[src/rtl/wdt_supervisor_pkg.sv]
package wdt_supervisor_pkg;
  typedef struct packed {
    logic mid;
    logic lvl;
  } wdi_t;
endpackage

[src/rtl/wdt_sync.sv]
module wdt_sync #(
  parameter int WIDTH  = 2,
  parameter int STAGES = 2
) (
  input  logic             clk_i,
  input  logic             rst_ni,
  input  logic [WIDTH-1:0] d_i,
  output logic [WIDTH-1:0] q_o
);
  logic [WIDTH-1:0] stg_q [STAGES];

  for (genvar i = 0; i < STAGES; i++) begin : g_stage
    always_ff @(posedge clk_i or negedge rst_ni) begin
      if (!rst_ni) stg_q[i] <= '0;
      else if (i == 0) stg_q[i] <= d_i;
      else stg_q[i] <= stg_q[(i > 0) ? i-1 : 0];
    end
  end

  assign q_o = stg_q[STAGES-1];
endmodule

[src/rtl/wdt_timer.sv]
module wdt_timer
  import wdt_supervisor_pkg::*;
#(
  parameter int LONG_CYC  = 4096,
  parameter int SHORT_CYC = 1024,
  localparam int CW = $clog2(LONG_CYC + 1)
) (
  input  logic          clk_i,
  input  logic          rst_ni,
  input  wdi_t          wdi_i,
  input  logic          long_sel_i,
  input  logic          hold_i,
  input  logic          low_line_i,
  output logic          trip_o,
  output logic          fault_o,
  output logic [CW-1:0] cnt_o
);
  localparam logic [CW-1:0] LongLim  = CW'(LONG_CYC - 1);
  localparam logic [CW-1:0] ShortLim = CW'(SHORT_CYC - 1);

  wdi_t          prev_q;
  logic          evt;
  logic [CW-1:0] lim;
  logic [CW-1:0] cnt_q;
  logic          fault_q;

  assign evt    = (wdi_i != prev_q);
  assign lim    = long_sel_i ? LongLim : ShortLim;
  // period switch mid-count: >= so a shorter limit still trips
  assign trip_o = !hold_i && !wdi_i.mid && !evt && (cnt_q >= lim);

  always_ff @(posedge clk_i or negedge rst_ni) begin
    if (!rst_ni) prev_q <= '0;
    else prev_q <= wdi_i;
  end

  always_ff @(posedge clk_i or negedge rst_ni) begin
    if (!rst_ni) cnt_q <= '0;
    else if (hold_i || wdi_i.mid || evt) cnt_q <= '0;
    else if (cnt_q < lim) cnt_q <= cnt_q + 1'b1;
  end

  always_ff @(posedge clk_i or negedge rst_ni) begin
    if (!rst_ni) fault_q <= 1'b0;
    else if (low_line_i || evt) fault_q <= 1'b0;
    else if (trip_o) fault_q <= 1'b1;
  end

  assign fault_o = fault_q;
  assign cnt_o   = cnt_q;
endmodule

[src/rtl/wdt_hold.sv]
module wdt_hold #(
  parameter int HOLD_CYC = 1000,
  localparam int HW = $clog2(HOLD_CYC + 1)
) (
  input  logic clk_i,
  input  logic rst_ni,
  input  logic force_i,
  output logic active_o
);
  localparam logic [HW-1:0] HoldLim = HW'(HOLD_CYC - 1);

  logic          act_q;
  logic [HW-1:0] cnt_q;

  always_ff @(posedge clk_i or negedge rst_ni) begin
    if (!rst_ni) begin
      act_q <= 1'b1;
      cnt_q <= '0;
    end else if (force_i) begin
      act_q <= 1'b1;
      cnt_q <= '0;
    end else if (act_q) begin
      if (cnt_q == HoldLim) begin
        act_q <= 1'b0;
        cnt_q <= '0;
      end else begin
        cnt_q <= cnt_q + 1'b1;
      end
    end
  end

  assign active_o = act_q;
endmodule

[src/rtl/wdt_supervisor.sv]
module wdt_supervisor
  import wdt_supervisor_pkg::*;
#(
  parameter int LONG_CYC  = 4096,
  parameter int SHORT_CYC = 1024,
  parameter int HOLD_CYC  = 1000,
  localparam int CW = $clog2(LONG_CYC + 1)
) (
  input  logic clk_i,
  input  logic rst_ni,
  input  logic wdi_lvl_i,
  input  logic wdi_mid_i,
  input  logic low_line_i,
  input  logic below_batt_i,
  input  logic long_sel_i,
  output logic rst_no,
  output logic rst_o,
  output logic wdo_no
);
  wdi_t          wdi_raw;
  wdi_t          wdi_s;
  logic          trip;
  logic          fault;
  logic          rst_act;
  logic [CW-1:0] wd_cnt;

  assign wdi_raw = '{mid: wdi_mid_i, lvl: wdi_lvl_i};

  wdt_sync #(.WIDTH($bits(wdi_t)), .STAGES(2)) i_sync (
    .clk_i  (clk_i),
    .rst_ni (rst_ni),
    .d_i    (wdi_raw),
    .q_o    (wdi_s)
  );

  wdt_timer #(.LONG_CYC(LONG_CYC), .SHORT_CYC(SHORT_CYC)) i_timer (
    .clk_i      (clk_i),
    .rst_ni     (rst_ni),
    .wdi_i      (wdi_s),
    .long_sel_i (long_sel_i),
    .hold_i     (rst_act),
    .low_line_i (low_line_i),
    .trip_o     (trip),
    .fault_o    (fault),
    .cnt_o      (wd_cnt)
  );

  wdt_hold #(.HOLD_CYC(HOLD_CYC)) i_hold (
    .clk_i    (clk_i),
    .rst_ni   (rst_ni),
    .force_i  (low_line_i | below_batt_i | trip),
    .active_o (rst_act)
  );

  assign rst_no = ~rst_act;
  assign rst_o  = rst_act;
  assign wdo_no = ~(fault & ~low_line_i);
endmodule

[config.mk]
export PLATFORM = sky130hd
export DESIGN_NAME = wdt_supervisor
export DESIGN_NICKNAME = d
export VERILOG_FILES = /design/src/rtl/wdt_supervisor_pkg.sv /design/src/rtl/wdt_sync.sv /design/src/rtl/wdt_timer.sv /design/src/rtl/wdt_hold.sv /design/src/rtl/wdt_supervisor.sv
export SDC_FILE = /design/constraint.sdc
export NUM_CORES = 1
export LEC_CHECK = 0
export BUFFER_PORTS_ARGS = -buffer_cell sky130_fd_sc_hd__buf_2
export CAP_MARGIN = 20
export CORE_MARGIN = 4
export CORE_UTILIZATION = 47
export CTS_CLUSTER_SIZE = 16
export DETAILED_ROUTE_END_ITERATION = 7
export GPL_ROUTABILITY_DRIVEN = 1
export GPL_TIMING_DRIVEN = 0
export HOLD_SLACK_MARGIN = 0.02
export PLACE_DENSITY_LB_ADDON = 0.1
export SYNTH_ARGS = -nofsm -noshare
export SYNTH_HDL_FRONTEND = slang
export SYNTH_SLANG_ARGS = --single-unit
[constraint.sdc]
create_clock -name clk_i -period 1.9 [get_ports clk_i]
set_input_delay 0.19 -clock clk_i [delete_from_list [all_inputs] [get_ports clk_i]]
set_output_delay 0.19 -clock clk_i [all_outputs]
set_load 0.005 [all_outputs]
# [Word-level counts from Yosys, hierarchy flattened]
# Index checks and enable logic that the tools add are counted.
[word_totals] regBits=31 in_bits=7 out_inout_bits=3 elab_cells=43
[classes] add_sub_neg=2 n_lt_le_gt_ge=2 n_eq_ne=2 muxes=11 bitwise_logic=6 reduce_logical=12
[ops] cell="$mux 10" count=3
[ops] cell="$mux 13" count=2
[ops] cell="$add 13x1->13 const B" count=1
[ops] cell="$ge 13x13->1" count=1
[ops] cell="$lt 13x13->1" count=1
[ops] cell="$mux 12" count=1
[ops] cell="$add 10x1->10 const B" count=1
[ops] cell="$eq 10x10->1 const B" count=1
[ops] cell="$reduce_bool 2->1" count=3
[ops] cell="$mux 1" count=5
[ops] cell="$logic_and 1x1->1" count=3
[ops] cell="$logic_not 1->1" count=3
[ops] cell="$logic_or 1x1->1" count=3
[ops] cell="$not 1->1" count=3
[ops] cell="$ne 2x2->1" count=1
[ops] cell="$or 1x1->1" count=2
[ops] cell="$and 1x1->1" count=1

# [Logic depth before layout (Yosys ltp)]
[depth] depth_word=6 mapped_depth=7 mapped_depth_nobuf=6

# [Modules after synthesis]
# A second synthesis with hierarchy kept.
[hier_totals] hier_cells=168 area_unflattened_um2=1691.6
[by_module_without_submodules] module="wdt_timer" instances=1 cells_per_inst=91 area_each_um2=934.6 seq_area_each_um2=400.4
[by_module_without_submodules] module="wdt_hold" instances=1 cells_per_inst=68 area_each_um2=625.6 seq_area_each_um2=276.5
[by_module_without_submodules] module="wdt_sync" instances=1 cells_per_inst=6 area_each_um2=115.1 seq_area_each_um2=100.1
[by_module_without_submodules] module="wdt_supervisor" instances=1 cells_per_inst=3 area_each_um2=16.3 seq_area_each_um2=0.0

# [Least setup slack after synthesis]
# OpenSTA, ideal clock, no wires.
[synth_timing] kind="register to register" startpoint="reg i_timer.cnt_q[11], in the netlist i_timer.cnt_o[11]" endpoint="reg i_timer.cnt_q[5], in the netlist i_timer.cnt_o[5]" setup_ns=0.066 arrival_time_ns=1.753 required_ns=1.834 setup_slack_ns=0.081 path_stages_with_launch=7 n_path_buf=1 synth_period_minus_slack_ns=1.819 path_cell_list="dfrtp_1 -> ha_1 -> a211oi_2 -> buf_2 -> nand3_1 -> or4_1 -> nand2_1"
[synth_between] elab_chain_cells=2
[synth_rtl] item="start, declared" line="wdt_timer.sv:24" rtl="logic [CW-1:0] cnt_q;"
[synth_rtl] item="start signal, assigned" line="wdt_timer.sv:40" rtl="else if (cnt_q < lim) cnt_q <= cnt_q + 1'b1;"
[synth_rtl] item="$lt 13x13->1" line="wdt_timer.sv:40"
[synth_rtl] item="$reduce_bool 2->1 (no source line)"
# Every way passes these cells.
# A chain may end at the register's enable or synchronous reset.

# [Final worst setup path]
[layout_timing] startpoint="reg i_timer.cnt_q[11], in the netlist i_timer.cnt_o[11]" endpoint="reg i_timer.cnt_q[7], in the netlist i_timer.cnt_o[7]"
# The elaborated chain is that of the path after synthesis.

==> key figures <==
Run status
  – Status: finished with violations
  – Failing checks: negative setup slack

Route
  – # DRC: 0
  – 1st-iter DRT viols: 107
  – DR top layer: met4
  – Routed Antenna Nets: 0
  – DR WL/cell: 14.77 microns
  – WL final: 3575 microns
  – Metal-1 WL: 1633 microns
  – First-pass detailed-route iteration total: 4
  – Met3 wire length: 147 microns
  – DR WL met2: 1718 microns
  – Vias per inst: 5.921
  – Vias: 1433

Pwr
  – Sw Share: 25.65%
  – Max IR drop VDD: 0.5655 mV
  – Comb power frac: 4.9%
  – Clk pwr share: 34.8%
  – Sw power: 0.2870 mW
  – Leakage: 0.8453 nW
  – Internal power: 0.8316 mW
  – Pwr dens: 569.8 mW/mm^2
  – Seq pwr share: 60.3%

Timing
  – Fin. max-slew vios: 0
  – Final period utilization: 100.5%
  – RSZ-0062 raised after global routing: yes
  – FMAX: 523.9 MHz
  – Setup Viol. Count Final: 2
  – Hold Worst Slack: 0.1169 ns
  – Fin worst setup slack: -0.008632 ns
  – Hold Vio Cnt, Final: 0
  – Final min period: 1.909 ns
  – Slew HR: 53.59%
  – Setup TNS: -0.01244 ns
  – Worst slew pin tran: 0.6962 ns
  – Clock skew: 0.008231 ns

Floorplanning
  – Rows: 20
  – Die ar.: 0.004418 sq mm
  – Die width: 66.47 microns
  – Die extent in y: 66.47 microns
  – Num ports: 10
  – Starting density of the core: 50.95%
  – CORE AREA: 0.003153 sq mm

Worst setup path
  – R2r setup slk: -0.009 ns
  – Worst setup path category: reg2reg
  – Critical path required time: 2.18 ns
  – Worst setup EP type: flop
  – RR Startpoint: i_timer.cnt_o[11]$_DFFE_PN0P_
  – Data arrival, critical path: 2.19 ns
  – CP startpoint kind: flop
  – Crit-path max FO: 5
  – Worst setup path endpoint: i_timer.cnt_o[7]$_DFFE_PN0P_
  – R2R depth: 5
  – Worst Setup SP: i_timer.cnt_o[11]$_DFFE_PN0P_
  – R2r endpoint: i_timer.cnt_o[7]$_DFFE_PN0P_

Yosys
  – Syn Area/Cell: 9.620 sq um
  – Synth cell types: 39
  – EDFF count, synth: 0
  – Synth warn: 0
  – Post-synth top flop: dfrtp_1
  – Synthesized Nets: 178
  – Synth area leaders: dfrtp_1 47%, a21oi_1 4.7%, nand2_1 4.4%, ha_1 3.1%, nand4_1 2.7%
  – Cell count after synthesis: 167
  – Seq/Total Area, Yosys: 48.36%
  – Top-area cell type share of the netlist area: 46.73%
  – Largest area contributor in the netlist: dfrtp_1
  – Post-synthesis async set-or-reset flop share: 100.0%
  – Synth cell count leaders: 30 x dfrtp_1, 19 x nand2_1, 15 x a21oi_1
  – Post-Synthesis Cell Area: 0.001607 sq mm
  – Number of synthesized register bits: 31
  – Most numerous cell in the Yosys netlist: dfrtp_1

Final layout
  – Fill cells: 278
  – Area grow syn2layout: 22.20%
  – Share of cells above drive strength 1: 22.22%
  – ANT cells: 0
  – Nets: 208

CTS
  – Htree depth: 2
  – Skew-Pair Late Insertion Delay: 0.34 ns
  – CTS tree: yes
  – Clock Sinks: 31
  – TritonCTS Buffers: 5
  – Worst-path clk slew: 0.11 ns
  – Clock buffer depth: 2
  – Clk root buf: clkbuf_4

Placement
  – Dpl hpwl: 2304 microns
  – Port Buffers: 9
  – Final GP Congestion: 0.8484

GRT
  – Initial antenna violation count: 0
  – Vias in the first global route: 1364
  – Overflow after GRT: 0
  – First-pass GRT wire length: 6106 microns
  – Gr usage total: 18.70%
  – Pin count of the biggest net entering global routing: 32

Job
  – Total of max-cap violations: 0

Worst hold path
  – Worst hold path type: in2reg
[power by group through the flow]
| stage | sequential (mW) | combinational [mW] | clock, mW |
|---|---|---|---|
| after floorplan | 0.686 | 0.0187 | 0 |
| after global placement | 0.686 | 0.0410 | 0 |
| after detailed placement | 0.687 | 0.0428 | 0 |
| after CTS | 0.674 | 0.0508 | 0.405 |
| after global routing | 0.676 | 0.0625 | 0.431 |
| final | 0.674 | 0.0547 | 0.390 |
[cells by family after synthesis]
| group | Yosys count | share of synthesized area, % |
|---|---|---|
| compound gates | 41 | 16.20 |
| xor+xnor | 4 | 2.180 |
| fa+ha+maj | 4 | 3.115 |
| buf+inv | 9 | 2.258 |
| flops | 31 | 48.36 |
| mux | 1 | 0.6231 |
| simple gates | 77 | 27.26 |
[final cells by class]
| class | instances | area, sq um | share of cell area [%] |
|---|---|---|---|
| multi-input combinational | 127 | 863.3 | 43.98 |
| sequential | 31 | 777.0 | 39.58 |
| timing repair buffer | 23 | 161.4 | 8.222 |
| tap | 44 | 55.05 | 2.804 |
| clock buffer | 5 | 37.54 | 1.912 |
| buffer | 4 | 30.03 | 1.530 |
| clock inverter | 3 | 20.02 | 1.020 |
| inverter | 5 | 18.77 | 0.9560 |
[registers in the layout, indices dropped and copies added (netlist names)]
register	count
i_hold.active_o	1
i_timer.fault_o	1
i_timer.cnt_o	13
i_timer.prev_q	2
i_hold.cnt_q	10
i_sync.q_o	2
i_sync.stg_q	2
[metrics by stage]
stage          cell area (sq um)  power (mW)  util (%)  setup slack [ns]  std cells
2_1_floorplan               1607      0.7042         -           0.08143        167
3_3_place_gp                1707      0.7275     54.13           -0.2117        220
3_5_place_dp                1707      0.7300     54.13           -0.2696        220
4_1_cts                     1879       1.130     59.60           0.02644        237
5_1_grt                     1963       1.169     62.26          -0.08334        242
6_report                    1963       1.119     62.26         -0.008632        242
[worst max-delay path, cell delays in order (launching register included)]
cell,delay [ns]
dfrtp_1,0.42
ha_4,0.24
a211oi_4,0.37
nand2_2,0.16
or4_4,0.50
a21oi_1,0.15
[repair_timing]
| item | in CTS | in global routing |
|---|---|---|
| pin swaps | 3 | 8 |
| gates resized for setup | 6 | 14 |
| cloned | 0 | 1 |
| endpoints found under the hold margin | 32 | 0 |
| endpoints found under the setup margin | 22 | 16 |
| buffers inserted | 6 | 4 |
| hold buffers | 3 | 0 |
[placed cells by master (no fill, tap or decap), types with 2 or more instances in the layout]
cell type / n
a21oi_1: 13
a21oi_2: 2
a31o_1: 2
a31oi_1: 6
and2_1: 3
and3_1: 6
and4_1: 4
buf_2: 9
buf_4: 10
buf_6: 3
clkbuf_4: 5
clkinvlp_4: 2
dfrtp_1: 30
dlygate4sd3_1: 3
ha_1: 3
inv_1: 5
nand2_1: 18
nand3_1: 4
nand3b_1: 2
nand4_1: 7
nor2_1: 7
nor3_1: 3
o211ai_1: 2
o21ai_0: 6
o31ai_1: 4
or3_1: 7
or4_1: 3
or4_4: 2
xor2_1: 4
[routing by layer]
metal | up-vias | global-route usage, %
met5 | - | 0
met4 | 0 | 7.614
met3 | 7 | 5.565
met2 | 32 | 29.49
met1 | 704 | 23.87
li1 | 690 | -
[worst min-delay path by stage]
stage	cells after the start	start	to
floorplan	0	rst_ni	i_hold.cnt_q[0]$_DFFE_PN0P_
global placement	1	rst_ni	i_hold.cnt_q[7]$_DFFE_PN0P_
detailed placement	1	rst_ni	i_hold.cnt_q[0]$_DFFE_PN0P_
CTS	4	low_line_i	i_timer.fault_o$_DFFE_PN0P_
global route	4	low_line_i	i_timer.fault_o$_DFFE_PN0P_
finish	4	low_line_i	i_timer.fault_o$_DFFE_PN0P_
Note: power is estimated with default switching activity, not from simulation.
